<file path="src/rtl/i2cs_pkg.sv">
package i2cs_pkg;

    typedef enum logic [2:0] {
        ST_IDLE,
        ST_ADDR,
        ST_AACK,
        ST_TXHOLD,
        ST_TXBITS,
        ST_TXACK
    } slv_state_e;

    typedef struct packed {
        logic start;
        logic stop;
        logic rise;
        logic fall;
        logic sda;
    } bus_evt_t;

    typedef struct packed {
        logic trs;
        logic tdre;
        logic tend;
    } slv_flags_t;

    function automatic bus_evt_t decode_bus(input logic scl, input logic scl_d,
                                            input logic sda, input logic sda_d);
        bus_evt_t e;
        e.rise  = scl & ~scl_d;
        e.fall  = ~scl & scl_d;
        e.start = scl & scl_d & sda_d & ~sda;
        e.stop  = scl & scl_d & ~sda_d & sda;
        e.sda   = sda;
        return e;
    endfunction

endpackage

</file>
<file path="src/rtl/i2cs_line_filter.sv">
module i2cs_line_filter #(
    parameter int SYNC_STAGES = 2,
    parameter int SEL_W       = 4
) (
    input  logic             clk,
    input  logic             rst,
    input  logic [SEL_W-1:0] thr,
    input  logic             line_i,
    output logic             line_o
);
    localparam int SMSB = SYNC_STAGES - 1;

    logic [SYNC_STAGES-1:0] sync_q;
    logic [SEL_W-1:0]       run_q;
    logic                   filt_q;

    always_ff @(posedge clk) begin
        if (rst) begin
            sync_q <= '1;
            run_q  <= '0;
            filt_q <= 1'b1;
        end else begin
            sync_q <= {sync_q[SYNC_STAGES-2:0], line_i};
            if (sync_q[SMSB] == filt_q) begin
                run_q <= '0;
            end else if (run_q == thr) begin
                filt_q <= sync_q[SMSB];
                run_q  <= '0;
            end else begin
                run_q <= run_q + 1'b1;
            end
        end
    end

    assign line_o = filt_q;
endmodule

</file>
<file path="src/rtl/i2cs_bus_events.sv">
module i2cs_bus_events
    import i2cs_pkg::*;
(
    input  logic     clk,
    input  logic     rst,
    input  logic     scl_f,
    input  logic     sda_f,
    output bus_evt_t evt
);
    logic scl_d, sda_d;

    always_ff @(posedge clk) begin
        if (rst) begin
            scl_d <= 1'b1;
            sda_d <= 1'b1;
        end else begin
            scl_d <= scl_f;
            sda_d <= sda_f;
        end
    end

    always_comb evt = decode_bus(scl_f, scl_d, sda_f, sda_d);
endmodule

</file>
<file path="src/rtl/i2cs_slv_engine.sv">
module i2cs_slv_engine
    import i2cs_pkg::*;
#(
    parameter int ADDR_W = 7,
    parameter int DATA_W = 8
) (
    input  logic              clk,
    input  logic              rst,
    input  logic              en,
    input  logic              ack_sel,
    input  logic [ADDR_W-1:0] own_addr,
    input  logic              wr_txd,
    input  logic [DATA_W-1:0] txd,
    input  logic              rd_rxd,
    input  logic              clr_trs,
    input  logic              clr_tend,
    input  bus_evt_t          evt,
    output logic [DATA_W-1:0] rxd,
    output slv_flags_t        flags,
    output logic              scl_oe,
    output logic              sda_oe
);
    localparam int CNT_W = $clog2(DATA_W + 1);
    localparam logic [CNT_W-1:0] FULL_CNT = CNT_W'(DATA_W);
    localparam logic [CNT_W-1:0] LAST_BIT = CNT_W'(DATA_W - 1);

    slv_state_e        state_q;
    logic [CNT_W-1:0]  cnt_q;
    logic [DATA_W-1:0] shr_q, txbuf_q, rxd_q;
    logic              nack_q;
    slv_flags_t        fl_q;
    logic              addr_hit;

    assign addr_hit = (shr_q[DATA_W-1 -: ADDR_W] == own_addr);

    always_ff @(posedge clk) begin
        if (rst || !en) begin
            state_q <= ST_IDLE;
            cnt_q   <= '0;
            shr_q   <= '0;
            txbuf_q <= '0;
            rxd_q   <= '0;
            nack_q  <= 1'b0;
            fl_q    <= '0;
        end else begin
            if (evt.start) begin
                state_q <= ST_ADDR;
                cnt_q   <= '0;
            end else if (evt.stop) begin
                state_q <= ST_IDLE;
            end else begin
                case (state_q)
                    ST_ADDR: begin
                        if (evt.rise) begin
                            shr_q <= {shr_q[DATA_W-2:0], evt.sda};
                            cnt_q <= cnt_q + 1'b1;
                        end else if (evt.fall && cnt_q == FULL_CNT) begin
                            if (addr_hit) begin
                                rxd_q    <= shr_q;
                                fl_q.trs <= shr_q[0];
                                if (shr_q[0]) fl_q.tdre <= 1'b1;
                                state_q  <= ST_AACK;
                            end else begin
                                state_q <= ST_IDLE;
                            end
                        end
                    end
                    ST_AACK: begin
                        if (evt.fall) state_q <= fl_q.trs ? ST_TXHOLD : ST_IDLE;
                    end
                    ST_TXHOLD: begin
                        if (!fl_q.tdre) begin
                            shr_q     <= txbuf_q;
                            fl_q.tdre <= 1'b1;
                            cnt_q     <= '0;
                            state_q   <= ST_TXBITS;
                        end else if (!fl_q.trs && rd_rxd) begin
                            fl_q.tdre <= 1'b0;
                            state_q   <= ST_IDLE;
                        end
                    end
                    ST_TXBITS: begin
                        if (evt.fall) begin
                            shr_q <= {shr_q[DATA_W-2:0], 1'b0};
                            if (cnt_q == LAST_BIT) begin
                                cnt_q   <= '0;
                                state_q <= ST_TXACK;
                            end else begin
                                cnt_q <= cnt_q + 1'b1;
                            end
                        end
                    end
                    ST_TXACK: begin
                        if (evt.rise) begin
                            nack_q <= evt.sda;
                        end else if (evt.fall) begin
                            if (nack_q) begin
                                fl_q.tend <= 1'b1;
                                state_q   <= ST_IDLE;
                            end else begin
                                if (fl_q.tdre) fl_q.tend <= 1'b1;
                                state_q <= ST_TXHOLD;
                            end
                        end
                    end
                    default: ;
                endcase
            end
            if (clr_trs)  fl_q.trs  <= 1'b0;
            if (clr_tend) fl_q.tend <= 1'b0;
            if (wr_txd) begin
                txbuf_q   <= txd;
                fl_q.tdre <= 1'b0;
            end
        end
    end

    always_comb begin
        sda_oe = 1'b0;
        scl_oe = 1'b0;
        case (state_q)
            ST_AACK:   sda_oe = ~ack_sel;
            ST_TXBITS: sda_oe = ~shr_q[DATA_W-1];
            ST_TXHOLD: scl_oe = 1'b1;
            default: ;
        endcase
    end

    assign rxd   = rxd_q;
    assign flags = fl_q;
endmodule

</file>
<file path="src/rtl/i2c_slave_tx.sv">
module i2c_slave_tx
    import i2cs_pkg::*;
#(
    parameter int ADDR_W      = 7,
    parameter int DATA_W      = 8,
    parameter int SEL_W       = 4,
    parameter int SYNC_STAGES = 2
) (
    input  logic              clk,
    input  logic              rst,
    input  logic              en,
    input  logic [SEL_W-1:0]  clk_sel,
    input  logic              ack_sel,
    input  logic [ADDR_W-1:0] own_addr,
    input  logic              wr_txd,
    input  logic [DATA_W-1:0] txd,
    input  logic              rd_rxd,
    output logic [DATA_W-1:0] rxd,
    input  logic              clr_trs,
    input  logic              clr_tend,
    output logic              trs,
    output logic              tdre,
    output logic              tend,
    input  logic              scl_i,
    output logic              scl_oe,
    input  logic              sda_i,
    output logic              sda_oe
);
    localparam int N_LINES = 2;

    logic [N_LINES-1:0] line_raw, line_filt;
    bus_evt_t           evt;
    slv_flags_t         flags;

    assign line_raw = {scl_i, sda_i};

    for (genvar g = 0; g < N_LINES; g++) begin : g_line
        i2cs_line_filter #(
            .SYNC_STAGES(SYNC_STAGES),
            .SEL_W      (SEL_W)
        ) u_filt (
            .clk   (clk),
            .rst   (rst),
            .thr   (clk_sel),
            .line_i(line_raw[g]),
            .line_o(line_filt[g])
        );
    end

    i2cs_bus_events u_evt (
        .clk  (clk),
        .rst  (rst),
        .scl_f(line_filt[1]),
        .sda_f(line_filt[0]),
        .evt  (evt)
    );

    i2cs_slv_engine #(
        .ADDR_W(ADDR_W),
        .DATA_W(DATA_W)
    ) u_eng (
        .clk     (clk),
        .rst     (rst),
        .en      (en),
        .ack_sel (ack_sel),
        .own_addr(own_addr),
        .wr_txd  (wr_txd),
        .txd     (txd),
        .rd_rxd  (rd_rxd),
        .clr_trs (clr_trs),
        .clr_tend(clr_tend),
        .evt     (evt),
        .rxd     (rxd),
        .flags   (flags),
        .scl_oe  (scl_oe),
        .sda_oe  (sda_oe)
    );

    assign trs  = flags.trs;
    assign tdre = flags.tdre;
    assign tend = flags.tend;
endmodule

</file>
<file path="config.mk">
export PLATFORM = sky130hd
export DESIGN_NAME = i2c_slave_tx
export DESIGN_NICKNAME = d
export VERILOG_FILES = /design/src/rtl/i2cs_pkg.sv /design/src/rtl/i2cs_line_filter.sv /design/src/rtl/i2cs_bus_events.sv /design/src/rtl/i2cs_slv_engine.sv /design/src/rtl/i2c_slave_tx.sv
export SDC_FILE = /design/constraint.sdc
export NUM_CORES = 1
export LEC_CHECK = 0
export ABC_AREA = 1
export CAP_MARGIN = 10
export CORE_MARGIN = 5
export CORE_UTILIZATION = 47
export CTS_BUF_LIST = sky130_fd_sc_hd__clkbuf_16
export DETAILED_ROUTE_END_ITERATION = 8
export PLACE_DENSITY = 0.71
export SYNTH_ARGS = -nofsm -noshare
export SYNTH_HDL_FRONTEND = slang
export SYNTH_SLANG_ARGS = --single-unit
</file>
<file path="constraint.sdc">
create_clock -name clk -period 1.6 [get_ports clk]
set_clock_uncertainty 0.1 [all_clocks]
set_input_delay 0.32 -clock clk [delete_from_list [all_inputs] [get_ports clk]]
set_output_delay 0.32 -clock clk [all_outputs]
set_load 0.005 [all_outputs]
</file>
==> metrics.yaml, run 1 <==
synth:
  yosysMostFrequentCell: "nand2_1"
  syn_nets: 372
  ys_seq_elements: 51
  synth_top_area_frac: 0.420
  synth_common_cells: "nand2_1, dfxtp_1, nor2_1, a21oi_1, inv_1"
  synth_area_per_cell_um2: 7.18
  ys_seq_area_frac: 0.420
  synth_cells: 339
  synth_area_leader_cell: "dfxtp_1"
  synthArstFlopShare: 0
  ys.flop_type: "dfxtp_1"
  yosysWarnings: 0
  netlist_area_mm2: 0.00243
  synth_edf_count: 0
  synth_cell_type_count: 33
  synth.area.top_cells: "dfxtp_1, nand2_1, a21oi_1"
clocking:
  insertion_delay_ns: 0.29
  cts.reportedPaths.clkPinSlew_ns: 0.06
  cts_root_buf: "clkbuf_16"
  cts_buffers: 5
  cts_tree: "done"
  cts.path.max_buffers: 2
  cts.sinks: 51
  htreeDepth: 2
sta:
  tightest_slew_ns: 0.494
  tns_ns: -0.288
  holdWs_ns: 0.316
  period_minus_slack_ns: 1.67
  fmax_mhz: 598
  hold_viol_final: 0
  period_share: 1.05
  drv_slew: 0
  grt_setup_unrepaired: "yes"
  setup_violations: 13
  max_slew_margin: 0.670
  fin_ws_ns: -0.0723
setup_path:
  criticalPathCategory: "flip-flop to flip-flop"
  critical_path.max_fanout: 4
  endpoint_kind: "flip-flop"
  worstPathRequired_ns: 1.68
  worstPathArrival_ns: 1.75
  start_kind: "flip-flop"
power_and_ir_drop:
  power_frac_clock: 0.382
  leakagePower_uw: 0.00170
  internal_power_uw: 2040
  pwr-share-comb: 0.133
  power_frac_seq: 0.485
  p_per_area_mw_per_mm2: 704
  switchingPower_uw: 661
  ir_drop_mv: 0.602
  p_sw_frac: 0.245
drt:
  routed_via_density: 5.25
  first_iter_violations: 285
  drt_wl_total_mm: 7.40
  drc: 0
  wire_per_inst_um: 14.5
  drt-pass1-iter-count: 5
  via_count: 2679
  ant_nets: 0
global_route:
  grt_max_degree: 16
  grt_pass1_wl_mm: 9.78
  grt_pass1_vias: 2304
  track_usage: 0.188
  antenna_found_initial: 0
  grt-ovfl-total: 0
cells_and_area:
  layout-drive-gt1-share: 0.364
  final_area_mm2: 0.00383
  syn_to_final_growth_pct: 57.6
  multiInputGateArea_mm2: 0.00154
  fillers: 375
  seqCellArea_mm2: 0.00104
  fin_nets: 473
  diodes: 0
die:
  core-area_mm2: 0.00507
  die_w_um: 81.9
  row_count: 26
  start_util: 0.479
  fp.dieH_um: 81.9
  ios: 42
  die_area_mm2: 0.00671
placed_design:
  hpwl_mm: 4.52
  place_congestion: 0.882
  place_area_mm2: 0.00319
  port_buffers: 41
run_status:
  violations: "negative setup slack"
  outcome: "finished with violations"
job:
  maxCapViolCount: 0
min_path:
  min_path_type: "flip-flop to flip-flop"
final cells by class:
cell class	instances	area share
multi-input combinational	251	0.401
sequential	51	0.271
timing repair buffer	98	0.235
inverter	33	0.0336
clock buffer	5	0.0326
tap	70	0.0228
clock inverter	2	0.00326
cell usage in the layout, fill, tap and decap left out, drive strengths merged, types with 7 or more instances in the layout:
master / Yosys / final
dlymetal6s2s: 0 / 7
inv: 32 / 33
buf: 3 / 59
nand2: 90 / 91
nand3: 26 / 26
dfxtp: 51 / 51
nor2: 41 / 41
o21ai: 22 / 22
clkdlybuf4s50: 0 / 28
a21oi: 33 / 33
xor2: 12 / 12
state kept, by name, indices dropped and copies added (netlist names):
register	cells
u_evt.sda_d	1
u_eng.cnt_q	4
g_line.u_filt.sync_q	4
u_eng.rxd	8
u_evt.scl_d	1
u_eng.shr_q	8
g_line.u_filt.run_q	8
u_eng.state_q	3
u_eng.txbuf_q	8
u_eng.flags	3
u_eng.nack_q	1
g_line.u_filt.line_o	2
routing by layer:
| layer | global-route usage | share of wire |
|---|---|---|
| met5 | 0 | 0 |
| met4 | 0.0814 | 0.030 |
| met3 | 0.0450 | 0.059 |
| met2 | 0.338 | 0.52 |
| met1 | 0.209 | 0.39 |
logic make-up after synthesis:
group	Yosys count	share of synthesized area
adder cells (fa/ha/maj)	4	0.0206
buffers and inverters	38	0.0622
XOR/XNOR	15	0.0540
AND/OR/NAND/NOR	171	0.317
AO/OA/AOI/OAI	60	0.127
flip-flops	51	0.420
power groups by stage:
stage / Sequential [uW] / Clock, uW / Combinational [uW]
3_3_place_gp: 1340 / 0 / 272
5_1_grt: 1310 / 1100 / 391
4_1_cts: 1310 / 1050 / 285
3_5_place_dp: 1340 / 0 / 276
2_1_floorplan: 1340 / 0 / 139
6_report: 1310 / 1030 / 359
path summary, 6_finish.rpt:
| kind | from | endpoint | slack [ns] | depth (start not counted) |
|---|---|---|---|---|
| worst max-delay path | u_eng.state_q[2] | u_eng.cnt_q[3] | -0.07 | 11 |
| worst max register to register | u_eng.state_q[2] | u_eng.cnt_q[3] | -0.07 | 11 |
| worst min register to register | g_line[1].u_filt.sync_q[0] | g_line[1].u_filt.sync_q[1] | 0.32 | 1 |
| worst min-delay path | g_line[1].u_filt.sync_q[0] | g_line[1].u_filt.sync_q[1] | 0.32 | 1 |
timing repair:
action | CTS | global route
hold buffers | 0 | 0
endpoints found under the setup margin | 28 | 30
gates cloned | 0 | 1
buffers inserted | 4 | 15
resized for setup | 32 | 101
pin swaps | 12 | 34
stage by stage:
step / setup slack [ns] / cells / util / power, uW
3_5_place_dp: -0.479 / 483 / 0.628 / 1610
4_1_cts: -0.0374 / 494 / 0.666 / 2640
5_1_grt: -0.157 / 510 / 0.755 / 2800
3_3_place_gp: -0.377 / 483 / 0.628 / 1610
2_1_floorplan: 0.0233 / 339 / - / 1470
6_report: -0.0723 / 510 / 0.755 / 2700
critical path, cell delays in order (launching register included):
cell,delay [ns]
dfxtp_2,0.36
inv_4,0.05
nor2_4,0.09
nand2_2,0.06
buf_4,0.14
nand2_1,0.07
nand3_2,0.10
nor2_4,0.14
buf_6,0.14
buf_6,0.10
and3_4,0.17
nor3_2,0.04
No activity file was read; power rests on OpenSTA's default activity.
==> inputs of run 2 (changes only) <==
Settings changed: CORE_UTILIZATION 47 to 52, PLACE_DENSITY 0.71 to 0.75, TNS_END_PERCENT set to 50.
Clock period 1.6 ns to 1.56 ns, I/O delays scaled along.
==> run 2 against run 1 <==
Critical endpoint is now u_eng.flags[2]. Non-clock buffer count down 5. First-iteration DRC count is 12% lower. The flow still finishes with violations (negative setup slack). Highest routed layer unchanged. Hold slack improved by 0.0020 ns. Final cell count shrank 4.3%.
==> metrics.yaml, run 2 (synthesized netlist as in run 1, its figures left out) <==
drt:
  drt-pass1-iter-count: 4
  via_count: 2600
  ant_nets: 0
  routed_via_density: 5.33
  drc: 0
  drt_wl_total_mm: 7.14
  wire_per_inst_um: 14.6
  first_iter_violations: 251
cells_and_area:
  multiInputGateArea_mm2: 0.00149
  diodes: 0
  post-route-util: 0.836
  fillers: 280
  fin_nets: 468
  mostFrequentLayoutCell: "nand2_1"
  syn_to_final_growth_pct: 52.7
  layout_common_cells: "nand2_1, buf_4, dfxtp_1, a21oi_1, nor2_1"
  layout-drive-gt1-share: 0.307
  seqCellArea_mm2: 0.00104
  layout.cells.non_filler: 488
sta:
  setup_violations: 18
  grt_setup_unrepaired: "yes"
  period_share: 1.07
  tightest_slew_ns: 0.396
  max_slew_margin: 0.733
  fin_ws_ns: -0.104
  holdWs_ns: 0.318
  fmax_mhz: 601
  drv_slew: 0
  hold_viol_final: 0
  period_minus_slack_ns: 1.66
placed_design:
  hpwl_mm: 4.56
  placedCellCount: 468
  place_congestion: 0.882
  dp_slack_ns: -0.451
  port_buffers: 41
global_route:
  grt_pass1_wl_mm: 10.8
  use_met1: 0.254
  grt_pass1_vias: 2371
  track_usage: 0.216
  use_met3: 0.0435
  grt-ovfl-total: 0
  grt_util_met2: 0.390
  grt-busiest-layer: "met2"
  antenna_found_initial: 0
  grt_max_degree: 16
clocking:
  cts.reportedPaths.clkPinSlew_ns: 0.07
  cts.path.max_buffers: 2
  cts_buffers: 5
  htreeDepth: 2
  cts_tree: "done"
  cts_root_buf: "clkbuf_16"
  holdBufCountCts: 0
  cts.sinks: 51
  insertion_delay_ns: 0.29
power_and_ir_drop:
  p_per_area_mw_per_mm2: 744
  power_frac_seq: 0.487
  power_frac_clock: 0.383
  pwr-share-comb: 0.130
  internal_power_uw: 2090
  switchingPower_uw: 676
  ir_drop_mv: 0.601
  p_total_uw: 2760
  leakagePower_uw: 0.00167
  p_sw_frac: 0.245
die:
  ios: 42
  row_count: 24
  fp.dieH_um: 78.4
  die_w_um: 78.4
  start_util: 0.547
  core-area_mm2: 0.00444
  die_area_mm2: 0.00614
setup_path:
  worstPathArrival_ns: 1.77
  critical_path.max_fanout: 4
  criticalPathCategory: "flip-flop to flip-flop"
  start_kind: "flip-flop"
  r2r-end: "u_eng.flags[2]"
  r2r_slack_ns: -0.10
  rr_startpoint: "u_eng.shr_q[5]"
  worstRegToRegCells: 9
  worstPathRequired_ns: 1.67
  endpoint_kind: "flip-flop"
run_status:
  violations: "negative setup slack"
  outcome: "finished with violations"
job:
  maxCapViolCount: 0
min_path:
  min_path_type: "flip-flop to flip-flop"
  hp-start: "g_line[0].u_filt.sync_q[0]"
  min_to: "g_line[0].u_filt.sync_q[1]"
  min_path_cells: 1
run 2: cell count changes in the layout (fill, tap and decap cells not counted), sizes merged:
cell / delta
buf: -5
dlygate4sd2: +1
clkinvlp: +2
clkdlybuf4s50: -1
inv: -2
clkinv: +1
run 2: routing by layer:
layer | wire length (um) | vias to the layer above | part of all wire
met5 | 0 | - | 0
met4 | 169 | 0 | 0.024
met3 | 335 | 17 | 0.047
met2 | 3760 | 74 | 0.53
met1 | 2880 | 1222 | 0.40
li1 | - | 1287 | -
run 2: final cells by class:
cell class / instances / share of cell area
multi-input combinational: 251 / 0.402
sequential: 51 / 0.280
timing repair buffer: 93 / 0.226
inverter: 33 / 0.0364
clock buffer: 5 / 0.0337
tap: 52 / 0.0175
clock inverter: 3 / 0.00404
run 2: worst max-delay path by stage:
stage                                start             end  slack [ns]
after floorplan             u_eng.cnt_q[0]    u_eng.rxd[1]        0.01
after global placement         own_addr[2]    u_eng.rxd[4]       -0.40
after detailed placement       own_addr[2]    u_eng.rxd[4]       -0.45
after CTS                 u_eng.state_q[2]  u_eng.cnt_q[3]       -0.09
after global routing        u_eng.shr_q[5]    u_eng.rxd[0]       -0.20
final                       u_eng.shr_q[5]  u_eng.flags[2]       -0.10
run 2: power groups by stage:
stage          Clock (uW)  Sequential (uW)  Combinational (uW)
2_1_floorplan           0             1370                 142
3_3_place_gp            0             1370                 288
3_5_place_dp            0             1370                 294
4_1_cts              1060             1340                 313
5_1_grt              1120             1350                 391
6_report             1060             1340                 360
run 2: metrics by stage:
step / setup TNS [ns] / cell area, um^2
6_report: -0.529 / 3710
3_5_place_dp: -8.49 / 3190
5_1_grt: -2.80 / 3710
2_1_floorplan: 0 / 2430
4_1_cts: -0.703 / 3470
3_3_place_gp: -6.79 / 3190
run 2: worst max-delay path: stages (launching register included):
cell and delay [ns]:
dfxtp_1 0.37, inv_1 0.08, nand2_1 0.06, nand2_1 0.05, nor2_1 0.13, nand2_2 0.10
nor3b_4 0.27, buf_4 0.16, nand3b_1 0.10, a21oi_1 0.17
run 2: repair_timing:
| action | CTS | global route |
|---|---|---|
| buffers inserted | 5 | 6 |
| endpoints found under the hold margin | 0 | 0 |
| pin swaps | 22 | 18 |
| gates cloned | 1 | 0 |
| resized for setup | 54 | 59 |
| setup endpoints to repair | 28 | 32 |
